===== src/rtl/lmc_pkg.sv =====
package lmc_pkg;

    typedef enum logic [1:0] {
        LM_LOCK = 2'd0,
        LM_DATA = 2'd1,
        LM_SYNC = 2'd2
    } lmc_mode_e;

    typedef struct packed {
        logic mode_sync;
        logic frame_valid;
    } lmc_out_t;

    function automatic int cnt_bits(input int n);
        return (n < 2) ? 1 : $clog2(n + 1);
    endfunction

endpackage


===== src/rtl/lmc_lock_timer.sv =====
module lmc_lock_timer
    import lmc_pkg::*;
#(
    parameter int LOCK_CYCLES = 2049
) (
    input  logic clk,
    input  logic rst,
    input  logic pwrdn_n,
    output logic lock_hit
);
    localparam int CW = cnt_bits(LOCK_CYCLES);
    localparam logic [CW-1:0] LAST = CW'(LOCK_CYCLES - 1);

    logic [CW-1:0] cnt;
    logic          lock_ok;

    assign lock_hit = pwrdn_n && !lock_ok && (cnt == LAST);

    always_ff @(posedge clk) begin
        if (rst || !pwrdn_n) begin
            cnt     <= '0;
            lock_ok <= 1'b0;
        end else if (!lock_ok) begin
            cnt <= cnt + 1'b1;
            if (cnt == LAST) lock_ok <= 1'b1;
        end
    end

    assert_lock_cleared_R1: assert property (@(posedge clk) disable iff (rst)
        !pwrdn_n |=> !lock_ok);

endmodule


===== src/rtl/lmc_sync_qual.sv =====
module lmc_sync_qual
    import lmc_pkg::*;
#(
    parameter int SYNC_QUAL = 6
) (
    input  logic clk,
    input  logic rst,
    input  logic arm,
    input  logic req_a,
    input  logic req_b,
    output logic any_req,
    output logic accept
);
    localparam int QW = cnt_bits(SYNC_QUAL);
    localparam logic [QW-1:0] QMAX = QW'(SYNC_QUAL);
    localparam logic [QW-1:0] QPRE = QW'(SYNC_QUAL - 1);

    logic [QW-1:0] run;

    assign any_req = req_a | req_b;
    assign accept  = arm && any_req && (run == QPRE);

    always_ff @(posedge clk) begin
        if (rst || !arm || !any_req) run <= '0;
        else if (run != QMAX)        run <= run + 1'b1;
    end

    assert_qual_cleared_R2: assert property (@(posedge clk) disable iff (rst)
        (arm && !any_req) |=> (run == '0));

endmodule


===== src/rtl/lmc_burst_ctr.sv =====
module lmc_burst_ctr
    import lmc_pkg::*;
#(
    parameter int BURST_LEN = 1024
) (
    input  logic clk,
    input  logic rst,
    input  logic load,
    input  logic run,
    output logic last
);
    localparam int BW = cnt_bits(BURST_LEN);
    localparam logic [BW-1:0] FULL = BW'(BURST_LEN);

    logic [BW-1:0] rem;

    assign last = (rem <= BW'(1));

    always_ff @(posedge clk) begin
        if (rst)                      rem <= '0;
        else if (load)                rem <= FULL;
        else if (run && rem != '0)    rem <= rem - 1'b1;
    end

    assert_load_full_R3: assert property (@(posedge clk) disable iff (rst)
        load |=> (rem == FULL));

endmodule


===== src/rtl/link_mode_ctrl.sv =====
module link_mode_ctrl
    import lmc_pkg::*;
#(
    parameter int LOCK_CYCLES = 2049,
    parameter int SYNC_QUAL   = 6,
    parameter int BURST_LEN   = 1024
) (
    input  logic clk,
    input  logic rst,
    input  logic sync_req_a,
    input  logic sync_req_b,
    input  logic pwrdn_n,
    input  logic line_en,
    output logic mode_sync,
    output logic frame_valid,
    output logic drv_en
);
    lmc_mode_e state, nxt;
    lmc_out_t  outs;
    logic      lock_hit, any_req, accept, burst_last, arm, load;

    assign arm  = (state != LM_LOCK) && pwrdn_n;
    assign load = (state == LM_DATA) && accept;

    lmc_lock_timer #(.LOCK_CYCLES(LOCK_CYCLES)) u_lock (
        .clk(clk), .rst(rst), .pwrdn_n(pwrdn_n), .lock_hit(lock_hit)
    );

    lmc_sync_qual #(.SYNC_QUAL(SYNC_QUAL)) u_qual (
        .clk(clk), .rst(rst), .arm(arm), .req_a(sync_req_a), .req_b(sync_req_b),
        .any_req(any_req), .accept(accept)
    );

    lmc_burst_ctr #(.BURST_LEN(BURST_LEN)) u_burst (
        .clk(clk), .rst(rst), .load(load), .run(state == LM_SYNC), .last(burst_last)
    );

    always_comb begin
        nxt = state;
        case (state)
            LM_LOCK: if (lock_hit) nxt = LM_DATA;
            LM_DATA: if (accept) nxt = LM_SYNC;
            LM_SYNC: if (burst_last && !any_req) nxt = LM_DATA;
            default: nxt = LM_LOCK;
        endcase
        if (!pwrdn_n) nxt = LM_LOCK;
    end

    always_ff @(posedge clk) begin
        if (rst) begin
            state            <= LM_LOCK;
            outs.frame_valid <= 1'b0;
        end else begin
            state            <= nxt;
            outs.frame_valid <= (nxt == LM_DATA) && !any_req;
        end
    end

    assign outs.mode_sync = (state == LM_SYNC);
    assign mode_sync      = outs.mode_sync;
    assign frame_valid    = outs.frame_valid;
    assign drv_en         = (state != LM_LOCK) && pwrdn_n && line_en;

    assert_take_needs_req_R2: assert property (@(posedge clk) disable iff (rst)
        $rose(mode_sync) |-> $past(any_req));

    assert_min_burst_R3: assert property (@(posedge clk) disable iff (rst)
        (state == LM_SYNC && !burst_last && pwrdn_n) |=> (state == LM_SYNC));

    assert_extend_R4: assert property (@(posedge clk) disable iff (rst)
        (state == LM_SYNC && any_req && pwrdn_n) |=> (state == LM_SYNC));

    assert_no_frame_in_sync_R6: assert property (@(posedge clk) disable iff (rst)
        mode_sync |-> !frame_valid);

    assert_frame_needs_idle_R7: assert property (@(posedge clk) disable iff (rst)
        frame_valid |-> $past(!any_req));

    assert_pd_quiet_R8: assert property (@(posedge clk) disable iff (rst)
        !pwrdn_n |=> (state == LM_LOCK && !frame_valid));

endmodule


===== config.mk =====
export PLATFORM = sky130hd
export DESIGN_NAME = link_mode_ctrl
export DESIGN_NICKNAME = d
export VERILOG_FILES = /design/src/rtl/lmc_pkg.sv /design/src/rtl/lmc_lock_timer.sv /design/src/rtl/lmc_sync_qual.sv /design/src/rtl/lmc_burst_ctr.sv /design/src/rtl/link_mode_ctrl.sv
export SDC_FILE = /design/constraint.sdc
export NUM_CORES = 1
export LEC_CHECK = 0
export BUFFER_PORTS_ARGS = -buffer_cell sky130_fd_sc_hd__buf_2
export CAP_MARGIN = 20
export CORE_ASPECT_RATIO = 1.2
export CORE_MARGIN = 2
export CORE_UTILIZATION = 55
export CTS_CLUSTER_SIZE = 40
export DETAILED_ROUTE_END_ITERATION = 16
export PLACE_DENSITY = 0.73
export SYNTH_ARGS = -nofsm -noshare
export SYNTH_HDL_FRONTEND = slang
export SYNTH_SLANG_ARGS = --single-unit

===== constraint.sdc =====
create_clock -name clk -period 5.4 [get_ports clk]
set_input_delay 0.54 -clock clk [delete_from_list [all_inputs] [get_ports clk]]
set_output_delay 0.54 -clock clk [all_outputs]
set_load 0.005 [all_outputs]

==> flow_metrics.env, run 1 <==
export IMPL_grt_start_max_net_pins=16
export IMPL_ys_flop_type="dfxtp_1"
export IMPL_power_total_mw=0.3550
export IMPL_fin_worst_skew_ns=0.004788
export IMPL_p_leak_nw=0.5781
export IMPL_io_buffers=8
export IMPL_syn_cell_area_um2=1524
export IMPL_synth_edff_count=0
export IMPL_post_cts_buffers=0
export IMPL_cts_htree_levels=2
export IMPL_via_count=1274
export IMPL_outcome="complete, no violations"
export IMPL_regArea_um2=600.6
export IMPL_clock_latency_ns=0.33
export IMPL_coreArea_um2=2577
export IMPL_syn_inst=177
export IMPL_path_clk_slew_ns=0.09
export IMPL_crit_buf_inv=1
export IMPL_syn_area_per_cell_um2=8.610
export IMPL_setup_worst_path_class="reg2reg"
export IMPL_io_pins=9
export IMPL_gp_congestion=0.8155
export IMPL_n_antenna_cell=0
export IMPL_fillers=230
export IMPL_die_w_um=52.05
export IMPL_cts_tree="done"
export IMPL_worst_path_max_fanout=6
export IMPL_worst_setup_path_start_kind="flop"
export IMPL_p_comb_frac=0.031
export IMPL_antenna_found_initial=0
export IMPL_rsz0062_at_grt="false"
export IMPL_final_setup_tns_ns=0
export IMPL_finalSetupViolations=0
export IMPL_crit_family="simple AND/OR/NAND/NOR gates"
export IMPL_remaining_drc_errors=0
export IMPL_ant_nets=0
export IMPL_crit_arrival_ns=2.11
export IMPL_holdWs_ns=0.3911
export IMPL_cts_buffer_depth=2
export IMPL_wirelength_mm=2.903
export IMPL_netlist_area_leader_share=0.3941
export IMPL_num_rows=20
export IMPL_synth_area_leader_cell="dfxtp_1"
export IMPL_post_cts_resized=0
export IMPL_worstMarginPinSlew_ns=0.5778
export IMPL_synth_cell_types=41
export IMPL_cts_hold_buf=0
export IMPL_hp_class="in2reg"
export IMPL_max_slew_margin_rel=0.6148
export IMPL_ir_drop_mv=0.1765
export IMPL_fp_dieH_um=61.66
export IMPL_pwr_share_clk=0.342
export IMPL_slowest_delay_ns=0.45
export IMPL_final_common_cell="dfxtp_1"
export IMPL_hold_viol=0
export IMPL_yosysSeqAreaShare=0.3941
export IMPL_synth_seq_cells=30
export IMPL_post_dp_cell_area_um2=1584
export IMPL_overflow=0
export IMPL_drv_cap=0
export IMPL_drt_first_pass_iters=4
export IMPL_final_cell_area_um2=1632
export IMPL_end_kind="flop"
export IMPL_multi_input_area_um2=860.8
export IMPL_pre_cts_ws_ns=3.584
export IMPL_grt_pass1_wl_mm=4.740
export IMPL_worstPathRequired_ns=5.67
export IMPL_fin_crit_sh=0.3412
export IMPL_die_area_um2=3209
export IMPL_initial_core_util=0.5913
export IMPL_area_growth_syn_to_layout_pct=7.060
export IMPL_drt_iter0_markers=28
export IMPL_internal_power_mw=0.2726
export IMPL_p_switching_mw=0.08244
export IMPL_seqPwrFrac=0.627
export IMPL_path_cells="inv_1, ha_1, or3b_1, o211ai_1, or4_1, a21oi_1"
export IMPL_cp_slowest_cell="dfxtp_1"
export IMPL_final_cell_mix="30 x dfxtp_1, 27 x nor2_1, 11 x inv_1"
export IMPL_final_nets=201
export IMPL_sw_frac_of_total=0.2322
export IMPL_drive_gt1_frac=0.1070
export IMPL_wire_per_inst_um=13.20
export IMPL_cts_sinks=30
export IMPL_postSynth_asyncResetShare=0
export IMPL_setup_ws_ns=3.558
export IMPL_power_density_nw_per_um2=217.6
export IMPL_period_minus_slack_ns=1.842
export IMPL_clockRootBuffer="clkbuf_4"
export IMPL_max_freq_ghz=0.5428
export IMPL_via_per_inst=5.791
export IMPL_cts_buffers=5
export IMPL_grt_pass1_vias=1143
export IMPL_syn_nets=191
export IMPL_slew_violations=0
export IMPL_dp_final_hpwl_mm=2.133
export IMPL_track_usage=0.2039
export IMPL_synth_warnings=0
export IMPL_yosys_top_cells_area="dfxtp_1 39%, nor2_1 6.7%, ha_1 6.6%, xnor2_1 4.6%, xor2_1 3.4%"
## power groups by stage
stage | clock network [mW] | registers, mW | logic (mW)
global placement | 0 | 0.228 | 0.0106
CTS | 0.125 | 0.223 | 0.0110
floorplan | 0 | 0.228 | 0.00691
detailed placement | 0 | 0.228 | 0.0109
global route | 0.135 | 0.223 | 0.0125
finish | 0.122 | 0.223 | 0.0109
## metal layers
metal / routed length, um / track usage / part of all wire
met2: 1451 / 0.3689 / 0.50
met1: 1268 / 0.2133 / 0.44
met4: 72 / 0.1165 / 0.025
met3: 110 / 0.05340 / 0.038
met5: 0 / 0 / 0
## final timing paths
check | startpoint | to | slack [ns] | depth (start not counted)
worst max-delay path | u_burst.rem[0] | u_burst.rem[7] | 3.56 | 6
worst min-delay path | sync_req_b | frame_valid | 0.39 | 2
worst max register to register | u_burst.rem[0] | u_burst.rem[7] | 3.56 | 6
worst min register to register | u_burst.rem[8] | u_burst.rem[8] | 0.48 | 2
## state kept, by name (all words and copies together) (netlist names)
| name | count |
|---|---|
| frame_valid | 1 |
| state | 2 |
| u_burst.rem | 11 |
| u_lock.cnt | 12 |
| u_lock.lock_ok | 1 |
| u_qual.run | 3 |
## logic make-up after synthesis
kind of cell	after synthesis	share of synthesized area
AO/OA/AOI/OAI	30	0.1322
XOR/XNOR	14	0.08046
adder cells (fa/ha/maj)	8	0.06568
buffers and inverters	16	0.04105
flip-flops	30	0.3941
multiplexers	1	0.006568
AND/OR/NAND/NOR	78	0.2800
## stage by stage
| step | std cells | utilization |
|---|---|---|
| after detailed placement | 213 | 0.6146 |
| after global routing | 220 | 0.6330 |
| after floorplan | 177 | - |
| final | 220 | 0.6330 |
| after global placement | 213 | 0.6146 |
| after CTS | 220 | 0.6330 |
## cell usage after synthesis, types with 2 or more instances
cell	instances
nor3_1	6
clkbuf_1	3
o2111ai_1	2
nand3_1	3
or4_1	2
inv_1	11
nor4_1	7
nand3b_1	2
xnor2_1	8
ha_1	8
nand2b_1	3
nand2_1	6
xor2_1	6
nor4b_1	2
or3_1	7
nand4_1	4
dfxtp_1	30
nor2_1	27
nor3b_1	2
a21oi_1	10
o31ai_1	3
o21ai_0	5
buf_2	2
## worst register-to-register path, stage by stage (launching register included)
cell      delay [ns]
dfxtp_1         0.45
inv_1           0.10
ha_1            0.22
or3b_1          0.27
o211ai_1        0.15
or4_1           0.43
a21oi_1         0.15
## cell type report
type | instances | share of cell area
clock buffers | 5 | 0.02301
clock inverters | 2 | 0.006135
inverters | 11 | 0.02531
multi-input cells | 131 | 0.5276
flip-flops and latches | 30 | 0.3681
well taps | 33 | 0.02531
repair buffers | 8 | 0.02454
Note: power is estimated with default switching activity, not from simulation.
==> run 2, diff against run 1 <==
Settings changed: CORE_UTILIZATION 55 to 53, PLACE_DENSITY 0.73 to 0.74.
Clock period 5.4 ns to 1.6 ns, I/O delays scaled along.
==> flow_metrics.env, run 2 (same netlist as run 1, synthesis figures left out) <==
export IMPL_wirelength_mm=3.276
export IMPL_io_pins=9
export IMPL_cts_hold_buf=0
export IMPL_coreArea_um2=2759
export IMPL_grt_start_max_net_pins=15
export IMPL_cts_buffer_depth=2
export IMPL_initial_core_util=0.5524
export IMPL_fp_dieH_um=62.74
export IMPL_dp_final_hpwl_mm=2.342
export IMPL_clock_latency_ns=0.33
export IMPL_num_rows=21
export IMPL_cts_htree_levels=2
export IMPL_crit_arrival_ns=1.90
export IMPL_area_growth_syn_to_layout_pct=22.33
export IMPL_fin_crit_sh=1.017
export IMPL_gp_congestion=0.8886
export IMPL_antenna_found_initial=0
export IMPL_finalSetupViolations=3
export IMPL_die_area_um2=3322
export IMPL_io_buffers=8
export IMPL_die_w_um=52.95
export IMPL_cts_tree="done"
export IMPL_worst_setup_path_start_kind="flop"
export IMPL_n_antenna_cell=0
export IMPL_final_cell_mix="27 x nor2_1, 26 x dfxtp_1, 18 x buf_4"
export IMPL_power_total_mw=1.342
export IMPL_max_slew_margin_rel=0.7370
export IMPL_setup_ws_ns=-0.02691
export IMPL_p_leak_nw=0.6748
export IMPL_ir_drop_mv=0.7888
export IMPL_hold_start="rst"
export IMPL_track_usage=0.2263
export IMPL_reg2reg_slack_ns=-0.03
export IMPL_ant_nets=0
export IMPL_violations="negative setup slack"
export IMPL_drive_gt1_frac=0.2621
export IMPL_setup_worst_path_class="reg2reg"
export IMPL_crit_family="simple AND/OR/NAND/NOR gates"
export IMPL_period_minus_slack_ns=1.627
export IMPL_remaining_drc_errors=0
export IMPL_worst_path_max_fanout=6
export IMPL_cp_slowest_cell="or4_1"
export IMPL_max_freq_ghz=0.6147
export IMPL_slew_violations=0
export IMPL_grt_pass1_vias=1336
export IMPL_hold_viol=0
export IMPL_timing_rr_start="u_burst.rem[0]"
export IMPL_reg_top3="u_lock.cnt: 12 flops, u_burst.rem: 11 flops, u_qual.run: 3 flops"
export IMPL_top_register="u_lock.cnt"
export IMPL_fin_worst_skew_ns=0.005252
export IMPL_via_per_inst=5.658
export IMPL_rsz0062_at_grt="true"
export IMPL_timing_rr_end="u_burst.rem[7]"
export IMPL_largest_reg_flops=12
export IMPL_drt_iter0_markers=32
export IMPL_worstPathRequired_ns=1.87
export IMPL_fillers=229
export IMPL_final_common_cell="nor2_1"
export IMPL_worstRegToRegCells=6
export IMPL_drt_first_pass_iters=6
export IMPL_via_count=1358
export IMPL_crit_buf_inv=1
export IMPL_drv_cap=0
export IMPL_path_cells="inv_4, ha_4, or3b_4, o211ai_1, or4_1, a21oi_2"
export IMPL_end_kind="flop"
export IMPL_grt_pass1_wl_mm=5.602
export IMPL_overflow=0
export IMPL_holdPathEnd="u_burst.rem[10]"
export IMPL_clockRootBuffer="clkbuf_4"
export IMPL_holdWs_ns=0.02412
export IMPL_cts_buffers=5
export IMPL_cts_sinks=30
export IMPL_final_nets=219
export IMPL_outcome="finished with violations"
export IMPL_min_path_cells=2
export IMPL_slowest_delay_ns=0.45
export IMPL_wire_per_inst_um=13.65
export IMPL_worstMarginPinSlew_ns=0.3895
export IMPL_power_density_nw_per_um2=719.7
export IMPL_path_clk_slew_ns=0.09
export IMPL_hp_class="in2reg"
[run 2: changes by cell type in the layout (fill, tap and decap cells not counted), moves of 3 or more]
cell      before  now
buf_4          0   18
clkbuf_8       0    3
dfxtp_1       30   26
inv_1         11    8
[run 2: worst register-to-register path, cell delays in order (launching register included)]
cell	delay, ns
dfxtp_4	0.39
inv_4	0.05
ha_4	0.15
or3b_4	0.26
o211ai_1	0.14
or4_1	0.46
a21oi_2	0.13
[run 2: metal layers]
layer  part of all wire  vias to the layer above  GRT usage
li1                   -                      690          -
met1               0.42                      625     0.2568
met2               0.52                       32     0.3594
met3              0.036                       11    0.07895
met4              0.030                        0     0.1250
met5                  0                        -          0
[run 2: cell type report]
type                    instances  area [um^2]  area share
flip-flops and latches         30        610.6      0.3275
repair buffers                 26        175.2     0.09396
well taps                      34        42.54     0.02282
inverters                      11        43.79     0.02349
multi-input cells             131        913.4      0.4899
clock buffers                   8        78.83     0.04228
[run 2: report_power, final]
part	internal [mW]	switching (mW)	leakage, nW
combinational	0.0166	0.0238	0.386
sequential	0.745	0.00270	0.244
clock	0.300	0.254	0.0446
[run 2: per-stage QoR]
stage | setup TNS (ns) | cell area, um^2 | util | setup slack, ns | cells
after floorplan | -0.05674 | 1545 | - | -0.03056 | 177
after global placement | -0.08621 | 1710 | 0.6200 | -0.04279 | 228
after detailed placement | -0.2431 | 1710 | 0.6200 | -0.1108 | 228
after CTS | -0.005811 | 1813 | 0.6571 | -0.004150 | 238
after global routing | -0.4849 | 1864 | 0.6757 | -0.1082 | 240
final | -0.06185 | 1864 | 0.6757 | -0.02691 | 240
[run 2: worst max path at each step]
stage,start,endpoint,cells past startpoint
5_1_grt,u_burst.rem[0],u_burst.rem[0],6
4_1_cts,u_burst.rem[0],u_burst.rem[5],6
3_5_place_dp,u_burst.rem[1],u_burst.rem[7],6
6_report,u_burst.rem[0],u_burst.rem[7],6
3_3_place_gp,u_burst.rem[0],u_burst.rem[0],6
2_1_floorplan,u_burst.rem[0],u_burst.rem[7],7
[run 2: repair_timing]
action | 4_1_cts | 5_1_grt
pin swaps | 5 | 3
gates resized for setup | 3 | 10
setup endpoints to repair | 6 | 15
gates cloned | 0 | 0
buffers inserted | 2 | 2
==> run 3, diff against run 2 <==
Settings changed: ABC_AREA set to 1, CORE_UTILIZATION 53 to 54, PLACE_DENSITY 0.74 to 0.75.
==> flow_metrics.env, run 3 <==
export IMPL_max_freq_ghz=0.6830
export IMPL_gp_congestion=0.8214
export IMPL_wire_per_inst_um=10.72
export IMPL_area_growth_syn_to_layout_pct=11.04
export IMPL_grt_start_max_net_pins=12
export IMPL_max_slew_margin_rel=0.7547
export IMPL_synthTopCellsByCount="56 x nand2_1, 35 x inv_1, 33 x nor2_1"
export IMPL_track_usage=0.2085
export IMPL_drv_cap=0
export IMPL_cts_tree="done"
export IMPL_synth_warnings=0
export IMPL_num_rows=21
export IMPL_path_depth=9
export IMPL_clock_latency_ns=0.34
export IMPL_final_nets=272
export IMPL_end_kind="flop"
export IMPL_p_leak_nw=0.8171
export IMPL_grt_pass1_wl_mm=5.257
export IMPL_syn_area_per_cell_um2=6.732
export IMPL_initial_core_util=0.5723
export IMPL_syn_nets=253
export IMPL_worstMarginPinSlew_ns=0.3666
export IMPL_period_minus_slack_ns=1.464
export IMPL_coreArea_um2=2811
export IMPL_dp_final_hpwl_mm=2.259
export IMPL_yosys_top_cells_area="dfxtp_1 37%, nand2_1 13%, inv_1 8.2%, nor2_1 7.7%, a21oi_1 6.8%"
export IMPL_via_count=1486
export IMPL_path_cells="inv_1, ha_1, nor3b_2, nand2_2, nand2_4, nand3_1, nand3_1, nand2_1, inv_1"
export IMPL_wl_met2_mm=1.485
export IMPL_crit_family="simple AND/OR/NAND/NOR gates"
export IMPL_fillers=254
export IMPL_die_area_um2=3434
export IMPL_drive_gt1_frac=0.1167
export IMPL_hp_class="in2reg"
export IMPL_finalSetupViolations=0
export IMPL_final_common_cell="nand2_1"
export IMPL_utilization=0.6355
export IMPL_crit_buf_inv=2
export IMPL_reg2reg_slack_ns=0.14
export IMPL_die_w_um=53.83
export IMPL_cts_htree_levels=2
export IMPL_crit_arrival_ns=1.75
export IMPL_largest_reg_flops=12
export IMPL_power_density_nw_per_um2=701.7
export IMPL_slew_violations=0
export IMPL_fp_dieH_um=63.80
export IMPL_path_clk_slew_ns=0.09
export IMPL_crit_end="u_burst.rem[10]"
export IMPL_antenna_found_initial=0
export IMPL_postSynth_asyncResetShare=0
export IMPL_grt_pass1_vias=1343
export IMPL_synth_area_leader_cell="dfxtp_1"
export IMPL_hold_viol=0
export IMPL_remaining_drc_errors=0
export IMPL_drt_first_pass_iters=6
export IMPL_ys_flop_type="dfxtp_1"
export IMPL_cp_slowest_cell="dfxtp_1"
export IMPL_synth_cell_types=22
export IMPL_seqPwrFrac=0.598
export IMPL_reg_top3="u_lock.cnt: 12 flops, u_burst.rem: 11 flops, u_qual.run: 3 flops"
export IMPL_final_cell_mix="56 x nand2_1, 35 x inv_1, 33 x nor2_1"
export IMPL_timing_rr_end="u_burst.rem[10]"
export IMPL_p_switching_mw=0.2902
export IMPL_slowest_delay_ns=0.33
export IMPL_dp_cells=285
export IMPL_fin_worst_skew_ns=0.007234
export IMPL_fin_crit_sh=0.9150
export IMPL_io_buffers=8
export IMPL_n_antenna_cell=0
export IMPL_ant_nets=0
export IMPL_syn_inst=239
export IMPL_worstRegToRegCells=9
export IMPL_stdcell_count=291
export IMPL_synth_most_common_cell="nand2_1"
export IMPL_wl_met3_um=114
export IMPL_synth_seq_cells=30
export IMPL_p_comb_frac=0.037
export IMPL_timing_rr_start="u_burst.rem[0]"
export IMPL_crit_start="u_burst.rem[0]"
export IMPL_sw_frac_of_total=0.2315
export IMPL_worst_setup_path_start_kind="flop"
export IMPL_top_layer="met4"
export IMPL_worst_path_max_fanout=11
export IMPL_pwr_share_clk=0.365
export IMPL_netlist_area_leader_share=0.3733
export IMPL_cts_buffers=5
export IMPL_io_pins=9
export IMPL_drt_iter0_markers=55
export IMPL_internal_power_mw=0.9635
export IMPL_overflow=0
export IMPL_ir_drop_mv=0.5423
export IMPL_drt_met1_wl_mm=1.462
export IMPL_wirelength_mm=3.120
export IMPL_via_per_inst=5.107
export IMPL_synth_edff_count=0
export IMPL_setup_worst_path_class="reg2reg"
export IMPL_syn_cell_area_um2=1609
export IMPL_clockRootBuffer="clkbuf_4"
export IMPL_cts_sinks=30
export IMPL_top_register="u_lock.cnt"
export IMPL_worstPathRequired_ns=1.89
export IMPL_yosysSeqAreaShare=0.3733
export IMPL_outcome="complete, no violations"
export IMPL_cts_buffer_depth=2
## run 3: cell count changes after synthesis, moves of 4 or more
cell / previous run / this run
inv_1: 11 / 35
nand3_1: 3 / 19
xor2_1: 6 / 2
nand2_1: 6 / 56
or3_1: 7 / 0
nor2_1: 27 / 33
xnor2_1: 8 / 4
nor4_1: 7 / 0
a21oi_1: 10 / 22
## run 3: layout make-up
cell class | count | area (um^2) | share of cell area
flip-flops and latches | 30 | 600.6 | 0.3361
repair buffers | 13 | 77.57 | 0.04342
inverters | 36 | 135.1 | 0.07563
multi-input cells | 172 | 879.6 | 0.4923
well taps | 34 | 42.54 | 0.02381
clock buffers | 6 | 51.30 | 0.02871
## run 3: per-stage QoR
step	setup slack (ns)	hold WS [ns]	power [mW]	setup TNS [ns]	cell area (um^2)
2_1_floorplan	0.1544	0.2324	0.7944	0	1609
3_3_place_gp	0.1509	0.3637	0.8137	0	1718
3_5_place_dp	0.1106	0.3625	0.8138	0	1718
4_1_cts	0.08063	0.01038	1.258	0	1769
5_1_grt	-0.004734	0.02176	1.293	-0.004734	1787
6_report	0.1360	0.01287	1.254	0	1787
## run 3: how the worst min path moves through the flow
stage          start       end  slack (ns)  cells after the start
3_3_place_gp     rst  state[1]        0.36                      2
4_1_cts          rst  state[1]        0.01                      2
6_report         rst  state[1]        0.01                      2
2_1_floorplan    rst  state[1]        0.23                      1
5_1_grt          rst  state[1]        0.02                      2
3_5_place_dp     rst  state[1]        0.36                      2
## run 3: power groups by stage
stage          logic (mW)  registers [mW]  clock network (mW)
3_3_place_gp       0.0460           0.768                   0
5_1_grt            0.0530           0.751               0.489
4_1_cts            0.0463           0.750               0.461
2_1_floorplan      0.0270           0.767                   0
3_5_place_dp       0.0461           0.768                   0
6_report           0.0461           0.750               0.457
## run 3: kinds of logic after synthesis
group	after synthesis	synth area share
AND/OR/NAND/NOR	126	0.3375
buffers and inverters	37	0.09098
AO/OA/AOI/OAI	32	0.1034
flip-flops	30	0.3733
adder cells (fa/ha/maj)	8	0.06221
XOR/XNOR	6	0.03266
## run 3: metal layers
layer,GRT usage,vias to the layer above
li1,-,796
met1,0.2356,662
met3,0.04907,7
met5,0,-
met4,0.1346,0
met2,0.3369,21
## run 3: repair_timing
| action | in CTS | in global routing |
|---|---|---|
| hold buffers | 0 | 0 |
| endpoints found under the setup margin | 0 | 7 |
| buffers inserted | 0 | 0 |
| resized for setup | 0 | 3 |
